===== src/rtl/fxf_pkg.sv =====
package fxf_pkg;
  localparam int NUM_SLOTS = 3;

  typedef struct packed {
    logic       ca;
    logic       ca32;
    logic       ov;
    logic       ov32;
    logic       so;
    logic [3:0] cr;
  } fxf_state_t;

  localparam int CR_LT = 3;
  localparam int CR_GT = 2;
  localparam int CR_EQ = 1;
  localparam int CR_SO = 0;
endpackage


===== src/rtl/fxf_operand_prep.sv =====
module fxf_operand_prep
  import fxf_pkg::*;
#(
  parameter int DW = 64
) (
  input  logic                          a_vld_i,
  input  logic [DW-1:0]                 a_i,
  input  logic                          b_vld_i,
  input  logic [DW-1:0]                 b_i,
  input  logic                          imm_vld_i,
  input  logic [DW-1:0]                 imm_i,
  input  logic                          inv_i,
  output logic [NUM_SLOTS-1:0][DW-1:0]  ops_o,
  output logic [NUM_SLOTS-1:0]          vld_o
);
  logic [DW-1:0] slot0;

  // pack kept operands toward slot 0, order a, b, imm
  always_comb begin
    slot0    = a_vld_i ? a_i : (b_vld_i ? b_i : imm_i);
    vld_o[0] = a_vld_i | b_vld_i | imm_vld_i;
    ops_o[0] = inv_i ? ~slot0 : slot0;
    ops_o[1] = (a_vld_i && b_vld_i) ? b_i : imm_i;
    vld_o[1] = a_vld_i ? (b_vld_i | imm_vld_i) : (b_vld_i & imm_vld_i);
    ops_o[2] = imm_i;
    vld_o[2] = a_vld_i & b_vld_i & imm_vld_i;
  end
endmodule


===== src/rtl/fxf_carry_detect.sv =====
module fxf_carry_detect
  import fxf_pkg::*;
#(
  parameter int W = 64
) (
  input  logic [NUM_SLOTS-1:0][W-1:0] ops_i,
  input  logic [NUM_SLOTS-1:0]        vld_i,
  input  logic [W-1:0]                res_i,
  output logic                        cy_o
);
  logic [NUM_SLOTS-1:0] gt;

  for (genvar i = 0; i < NUM_SLOTS; i++) begin : g_slot
    assign gt[i] = vld_i[i] && (ops_i[i] > res_i);
  end

  assign cy_o = |gt;
endmodule


===== src/rtl/fxf_overflow_detect.sv =====
module fxf_overflow_detect #(
  parameter int LANES = 2
) (
  input  logic [LANES-1:0] s0_i,
  input  logic [LANES-1:0] s1_i,
  input  logic [LANES-1:0] sr_i,
  input  logic             div_vld_i,
  input  logic             div_ov_i,
  output logic [LANES-1:0] ov_o
);
  for (genvar l = 0; l < LANES; l++) begin : g_lane
    logic rule;
    assign rule    = (s0_i[l] == s1_i[l]) && (sr_i[l] != s0_i[l]);
    assign ov_o[l] = div_vld_i ? div_ov_i : rule;
  end
endmodule


===== src/rtl/fxf_flag_update.sv =====
module fxf_flag_update
  import fxf_pkg::*;
#(
  parameter int DW = 64,
  parameter int HW = 32
) (
  input  logic          clk_i,
  input  logic          rst_ni,
  input  logic          valid_i,
  input  logic [DW-1:0] a_i,
  input  logic          a_vld_i,
  input  logic [DW-1:0] b_i,
  input  logic          b_vld_i,
  input  logic [DW-1:0] imm_i,
  input  logic          imm_vld_i,
  input  logic          inv_a_i,
  input  logic [DW-1:0] res_i,
  input  logic          ca_en_i,
  input  logic          ca_done_i,
  input  logic          ca32_done_i,
  input  logic          ov_en_i,
  input  logic          ov_ok_i,
  input  logic          div_ov_vld_i,
  input  logic          div_ov_i,
  input  logic          rc_en_i,
  output logic          ca_o,
  output logic          ca32_o,
  output logic          ov_o,
  output logic          ov32_o,
  output logic          so_o,
  output logic [3:0]    cr0_o
);
  localparam int SGN_F = DW - 1;
  localparam int SGN_H = HW - 1;

  logic [NUM_SLOTS-1:0][DW-1:0] ops;
  logic [NUM_SLOTS-1:0][HW-1:0] ops_lo;
  logic [NUM_SLOTS-1:0]         ops_vld;
  logic                         cy_full, cy_half;
  logic [1:0]                   ov_lane;
  fxf_state_t                   st_q, st_d;

  fxf_operand_prep #(.DW(DW)) u_prep (
    .a_vld_i   (a_vld_i),
    .a_i       (a_i),
    .b_vld_i   (b_vld_i),
    .b_i       (b_i),
    .imm_vld_i (imm_vld_i),
    .imm_i     (imm_i),
    .inv_i     (inv_a_i),
    .ops_o     (ops),
    .vld_o     (ops_vld)
  );

  for (genvar i = 0; i < NUM_SLOTS; i++) begin : g_lo
    assign ops_lo[i] = ops[i][HW-1:0];
  end

  fxf_carry_detect #(.W(DW)) u_cy_full (
    .ops_i (ops),
    .vld_i (ops_vld),
    .res_i (res_i),
    .cy_o  (cy_full)
  );

  fxf_carry_detect #(.W(HW)) u_cy_half (
    .ops_i (ops_lo),
    .vld_i (ops_vld),
    .res_i (res_i[HW-1:0]),
    .cy_o  (cy_half)
  );

  // lane 1: full width, lane 0: low half
  fxf_overflow_detect #(.LANES(2)) u_ov (
    .s0_i      ({ops[0][SGN_F], ops[0][SGN_H]}),
    .s1_i      ({ops[1][SGN_F], ops[1][SGN_H]}),
    .sr_i      ({res_i[SGN_F], res_i[SGN_H]}),
    .div_vld_i (div_ov_vld_i),
    .div_ov_i  (div_ov_i),
    .ov_o      (ov_lane)
  );

  logic ov_wr;
  logic res_neg, res_zero;

  assign ov_wr    = ov_en_i && ov_ok_i && (ops_vld[1] || div_ov_vld_i);
  assign res_neg  = res_i[SGN_F];
  assign res_zero = (res_i == '0);

  always_comb begin
    st_d = st_q;
    if (ca_en_i) begin
      if (!ca_done_i)   st_d.ca   = cy_full;
      if (!ca32_done_i) st_d.ca32 = cy_half;
    end
    if (ov_wr) begin
      st_d.ov   = ov_lane[1];
      st_d.ov32 = ov_lane[0];
      st_d.so   = st_q.so | ov_lane[1];
    end
    if (rc_en_i) begin
      st_d.cr[CR_LT] = res_neg;
      st_d.cr[CR_GT] = !res_neg && !res_zero;
      st_d.cr[CR_EQ] = res_zero;
      st_d.cr[CR_SO] = st_d.so;
    end
  end

  always_ff @(posedge clk_i or negedge rst_ni) begin
    if (!rst_ni)      st_q <= '0;
    else if (valid_i) st_q <= st_d;
  end

  assign ca_o   = st_q.ca;
  assign ca32_o = st_q.ca32;
  assign ov_o   = st_q.ov;
  assign ov32_o = st_q.ov32;
  assign so_o   = st_q.so;
  assign cr0_o  = st_q.cr;
endmodule


===== config.mk =====
export PLATFORM = sky130hd
export DESIGN_NAME = fxf_flag_update
export DESIGN_NICKNAME = d
export VERILOG_FILES = /design/src/rtl/fxf_pkg.sv /design/src/rtl/fxf_operand_prep.sv /design/src/rtl/fxf_carry_detect.sv /design/src/rtl/fxf_overflow_detect.sv /design/src/rtl/fxf_flag_update.sv
export SDC_FILE = /design/constraint.sdc
export NUM_CORES = 1
export LEC_CHECK = 0
export CORE_MARGIN = 3
export CORE_UTILIZATION = 51
export DETAILED_ROUTE_END_ITERATION = 12
export GPL_TIMING_DRIVEN = 0
export PLACE_DENSITY = 0.95
export SYNTH_ARGS = -nofsm -noshare
export SYNTH_HDL_FRONTEND = slang
export SYNTH_SLANG_ARGS = --single-unit

===== constraint.sdc =====
create_clock -name clk_i -period 2.2 [get_ports clk_i]
set_input_delay 0.66 -clock clk_i [delete_from_list [all_inputs] [get_ports clk_i]]
set_output_delay 0.66 -clock clk_i [all_outputs]
set_load 0.02 [all_outputs]

### Yosys cells after proc, flatten, opt, wreduce, memory -nomap -nowiden

Index checks and enable logic that the tools add are counted.

* output and inout port bits: 9
* bits in registers: 9
* logic and storage cells: 56

* bitwise operators: 10
* eq/ne operators: 4
* reductions and logical operators: 22
* muxes and demuxes: 8
* order comparisons: 6

Operators with widths (number)
* two-way mux 64 bit: 4
* > comparator 64 bit: 3
* > comparator 32 bit: 3
* zero test 64 bit: 1
* NOT 64 bit: 1
* logical AND 1 bit: 12
* AND reduction 3 bit: 2
* OR reduction 3 bit: 2
* two-way mux 1 bit: 4
* OR 1 bit: 4
* AND reduction 2 bit: 2
* bitwise AND 1 bit: 3
* equality test 1 bit: 2
* zero test 1 bit: 2
* inequality test 1 bit: 2
* NOT 1 bit: 2
* logical OR 1 bit: 1

### Logic depth before layout (Yosys ltp)

* depth in word-level cells: 9
* gate-level depth with buffers: 14

### Hierarchy

From an unflattened synthesis, not the netlist that was laid out.

* cell total of the unflattened synthesis: 1322
* area, all modules: 10435.0 um^2

By module, submodules not included
* fxf_carry_detect at u_cy_full: instances 1, area each 4384.2 um^2, seq. area each 0.0 um^2, cells each 556
* fxf_operand_prep: instances 1, area each 3280.6 um^2, seq. area each 0.0 um^2, cells each 423
* fxf_carry_detect at u_cy_half: instances 1, area each 2197.1 um^2, seq. area each 0.0 um^2, cells each 287
* fxf_flag_update: instances 1, area each 518.0 um^2, seq. area each 225.2 um^2, cells each 48
* fxf_overflow_detect: instances 1, area each 55.1 um^2, seq. area each 0.0 um^2, cells each 8

### Worst setup path after synthesis

No wires, ideal clock.

* kind: input to register
* start point: input port b_vld_i
* end point: register st_q, in the netlist ca_o
* data arrival time: 3.730 ns
* path buffers: 3
* required time: 2.069 ns
* stages on the path: 13
* path slack: -1.661 ns
* cells stage by stage: clkbuf_1 -> nand2_1 -> clkbuf_1 -> clkbuf_1 -> mux2_2 -> ha_1 -> nand4_1 -> or4_4 -> nor4_2 -> a21oi_1 -> o21ai_1 -> o2111ai_1 -> or3_1

* cells in the longest elaborated chain, start to end: 7

RTL lines
* start, declared: RTL line fxf_flag_update.sv:13 `input logic b_vld_i,`
* two-way mux 64 bit (2 in series): RTL line fxf_operand_prep.sv:20 `slot0 = a_vld_i ? a_i : (b_vld_i ? b_i : imm_i);`
* NOT 64 bit: RTL line fxf_operand_prep.sv:22 `ops_o[0] = inv_i ? ~slot0 : slot0;`
* two-way mux 64 bit: RTL line fxf_operand_prep.sv:22
* > comparator 64 bit: RTL line fxf_carry_detect.sv:14 `assign gt[i] = vld_i[i] && (ops_i[i] > res_i);`
* logical AND 1 bit: RTL line fxf_carry_detect.sv:14
* OR reduction 3 bit (*): RTL line fxf_carry_detect.sv:17 `assign cy_o = |gt;`
* end signal, assigned: RTL line fxf_flag_update.sv:111 `else if (valid_i) st_q <= st_d;`
* end, declared: RTL line fxf_flag_update.sv:41 `fxf_state_t st_q, st_d;`

Mark *: on every way between the ends. The rest lies on a longest branch, timed or not.
A chain may end at the register's enable or synchronous reset.

### Worst setup path in the final report

* start point: input port b_i[27]
* end point: register st_q, in the netlist ca_o

* cells in the longest elaborated chain, start to end: 7

RTL lines
* start, declared: RTL line fxf_flag_update.sv:12 `input logic [DW-1:0] b_i,`
* two-way mux 64 bit (2 in series): RTL line fxf_operand_prep.sv:20
* NOT 64 bit: RTL line fxf_operand_prep.sv:22
* two-way mux 64 bit: RTL line fxf_operand_prep.sv:22
* > comparator 64 bit: RTL line fxf_carry_detect.sv:14
* logical AND 1 bit: RTL line fxf_carry_detect.sv:14
* OR reduction 3 bit (*): RTL line fxf_carry_detect.sv:17

Marked as above.

==> summary.md <==
| Metric | Value |
|---|---|
| Vias in the first global route | `10040` |
| # clock sinks | `9` |
| Syn Inst Count | `992` |
| Share of layout cells above drive strength 1 | `0.1494` |
| Die Area | `16350 um^2` |
| First-pass GRT wire length | `49.93 mm` |
| Vias | `9560` |
| Area added between synthesis and finish | `56.33%` |
| Fin. Hold Viols | `0` |
| Initial antenna violation count | `2` |
| PD cells | `283.9 nW/um^2` |
| Total Wirelength | `33.26 mm` |
| # port buffers | `277` |
| N_diodes | `0` |
| Nets | `1769` |
| CTS root buf | `clkbuf_16` |
| Boundary Pins | `280` |
| CTS Buf Count | `3` |
| Arr. time, crit path | `3.63 ns` |
| Worst-Skew Late Latency | `0.23 ns` |
| Seq cells post-synth | `9` |
| DRC Markers | `0` |
| Clock slew at reported path FFs | `0.04 ns` |
| Max Freq | `283.2 MHz` |
| WS Path Type | `primary input to flop` |
| Clk_skew | `0.0001604 ns` |
| Unrepaired setup endpoints after global routing | `true` |
| Die height | `127.9 um` |
| Max-cap check violation count | `0` |
| DRT iter0 DRCs | `776` |
| Syn Nets | `1455` |
| Initial Utilization | `0.5331` |
| Largest net degree at the start of global routing | `11` |
| Sequence of cells on the critical path | `clkdlybuf4s50_1, mux2i_1, o21ai_0, xor2_1, ha_1, a21oi_1, o21ai_1, a221oi_1, o31ai_1, a21oi_2, o32ai_2, or3_1` |
| CP Capture Type | `flop` |
| Slew at the pin with the worst max-slew slack | `0.6037 ns` |
| Failing checks | `negative setup slack` |
| Max transition margin | `0.5942` |
| Total grt overflow | `0` |
| Warnings from Yosys | `0` |
| HPWL after DPL | `25.62 mm` |
| Bufs on Longest Clock Path | `2` |
| Post-layout min period | `3.531 ns` |
| Hold Crit Depth | `2` |
| Setup crit start kind | `primary input` |
| Gp weighted congestion | `0.9801` |
| DR WL/cell | `22.39 um` |
| Commonest non-fill, non-tap cells in the layout | `260 x clkdlybuf4s50_1, 178 x ha_1, 115 x nand2_1` |
| Pleak | `5.556 nW` |
| Vias per cell | `6.438` |
| Final setup margin | `-1.331 ns` |
| Core area | `14200 um^2` |
| EDFF count, synth | `0` |
| Mapped cell area | `7572 um^2` |
| Seq/Total Area, Yosys | `0.02974` |
| Crit-path max cell delay | `0.55 ns` |
| Required @ worst endpoint | `2.30 ns` |
| Commonest non-fill, non-tap cell in the layout | `clkdlybuf4s50_1` |
| Max-slew violation count | `0` |
| Maximum vdd drop | `289.8 uV` |
| CTS tree | `done` |
| Routed Antenna Nets | `0` |
| Average size of a mapped cell | `7.633 um^2` |
| Slowest CP cell | `clkdlybuf4s50_1` |
| Critical-path maximum fanout | `3` |
| Htree depth | `1` |
| Placement Rows | `43` |
| Synth unique cells | `51` |
| # setup viols final | `5` |
| Pre-antenna DRT Iters | `5` |
| Die W | `127.9 um` |
| Async SR Flop Fraction | `1.000` |
| Ys flop type | `dfrtp_1` |
| Hold_ws | `0.4937 ns` |
| Aggregate global-route resource usage | `0.3777` |
| R2R depth | `4` |
| Min-Delay Path Class | `flop to flop` |
| Status | `finished with violations` |
| # fillers | `853` |
| Pre-CTS WS | `-2.745 ns` |
| Final period utilization | `1.605` |
-- through the flow --
| step | utilization | setup TNS [ns] | cells | area [um^2] | total power, mW |
|---|---|---|---|---|---|
| floorplan | - | -2.151 | 992 | 7954 | 1.619 |
| global placement | 0.7711 | -9.416 | 1449 | 10950 | 2.571 |
| detailed placement | 0.7711 | -9.604 | 1449 | 10950 | 2.663 |
| CTS | 0.8184 | -2.924 | 1480 | 11620 | 3.147 |
| global route | 0.8334 | -3.764 | 1485 | 11840 | 3.585 |
| finish | 0.8334 | -3.375 | 1485 | 11840 | 3.360 |
-- cell type report --
type	instances	area, um^2	area share
tap	180	225.2	0.01903
multi-input combinational	874	7490	0.6327
inverter	73	274.0	0.02315
clock buffer	4	78.83	0.006659
timing repair buffer	309	3082	0.2603
buffer	36	462.9	0.03911
sequential	9	225.2	0.01903
-- synthesized netlist by cell type (9+ instances only) --
library cell	count	area share
o21ai_1	13	0.0086
mux2_2	64	0.095
xor2_1	65	0.075
nor4_1	26	0.021
inv_1	73	0.036
clkbuf_1	29	0.014
nor2_1	12	0.0059
nand2_1	122	0.060
o21ai_0	87	0.058
nand4_1	46	0.038
nand3_1	19	0.013
a21o_1	12	0.012
a21oi_1	81	0.054
mux2i_1	65	0.086
ha_1	192	0.32
dfrtp_1	9	0.030
-- worst paths after layout --
path                          start  endpoint  slack [ns]
max in group asynchronous    rst_ni    ca32_o        1.16
hold / removal             cr0_o[3]  cr0_o[3]        0.49
setup reg to reg               ca_o      ca_o        0.80
min in group asynchronous    rst_ni  cr0_o[1]        0.73
setup / recovery            b_i[27]      ca_o       -1.33
hold reg to reg            cr0_o[3]  cr0_o[3]        0.49
-- kinds of logic (layout without fill, tap and decap cells) --
| group | Yosys count | count (layout) | share of synthesized area |
|---|---|---|---|
| compound gates | 235 | 235 | 0.1785 |
| mux | 129 | 129 | 0.1811 |
| fa+ha+maj | 192 | 192 | 0.3172 |
| buf+inv | 109 | 422 | 0.05502 |
| xor+xnor | 66 | 66 | 0.07634 |
| flops | 9 | 9 | 0.02974 |
| simple gates | 252 | 252 | 0.1621 |
-- worst max-delay path: cells and delay by family --
kind	cells	cell delay (ns)
simple gates	1	0.37
fa+ha+maj	1	0.29
compound gates	7	1.47
xor+xnor	1	0.20
mux	1	0.10
buf+inv	1	0.55
-- routing by layer --
layer  track usage  part of all wire
met1        0.4321              0.36
met2        0.6423              0.46
met3       0.08458              0.11
met4        0.2216             0.069
met5             0           0.00033
-- where the power goes --
group	internal (mW)	total (mW)	switching [mW]
Clock	0.242	0.323	0.0804
Combinational	1.40	2.82	1.41
Sequential	0.196	0.221	0.0253
Total	1.84	3.36	1.52
-- timing repair --
item	in CTS	in global routing
buffers inserted	25	5
resized for setup	97	49
pin swaps	33	27
hold buffers	0	0
setup endpoints to repair	8	8
cloned	3	0
-- registers in the layout (all words and copies together), names as in the netlist --
name	count
cr0_o	4
ov_o	1
ca_o	1
ca32_o	1
ov32_o	1
so_o	1
No activity file was read; power rests on OpenSTA's default activity.
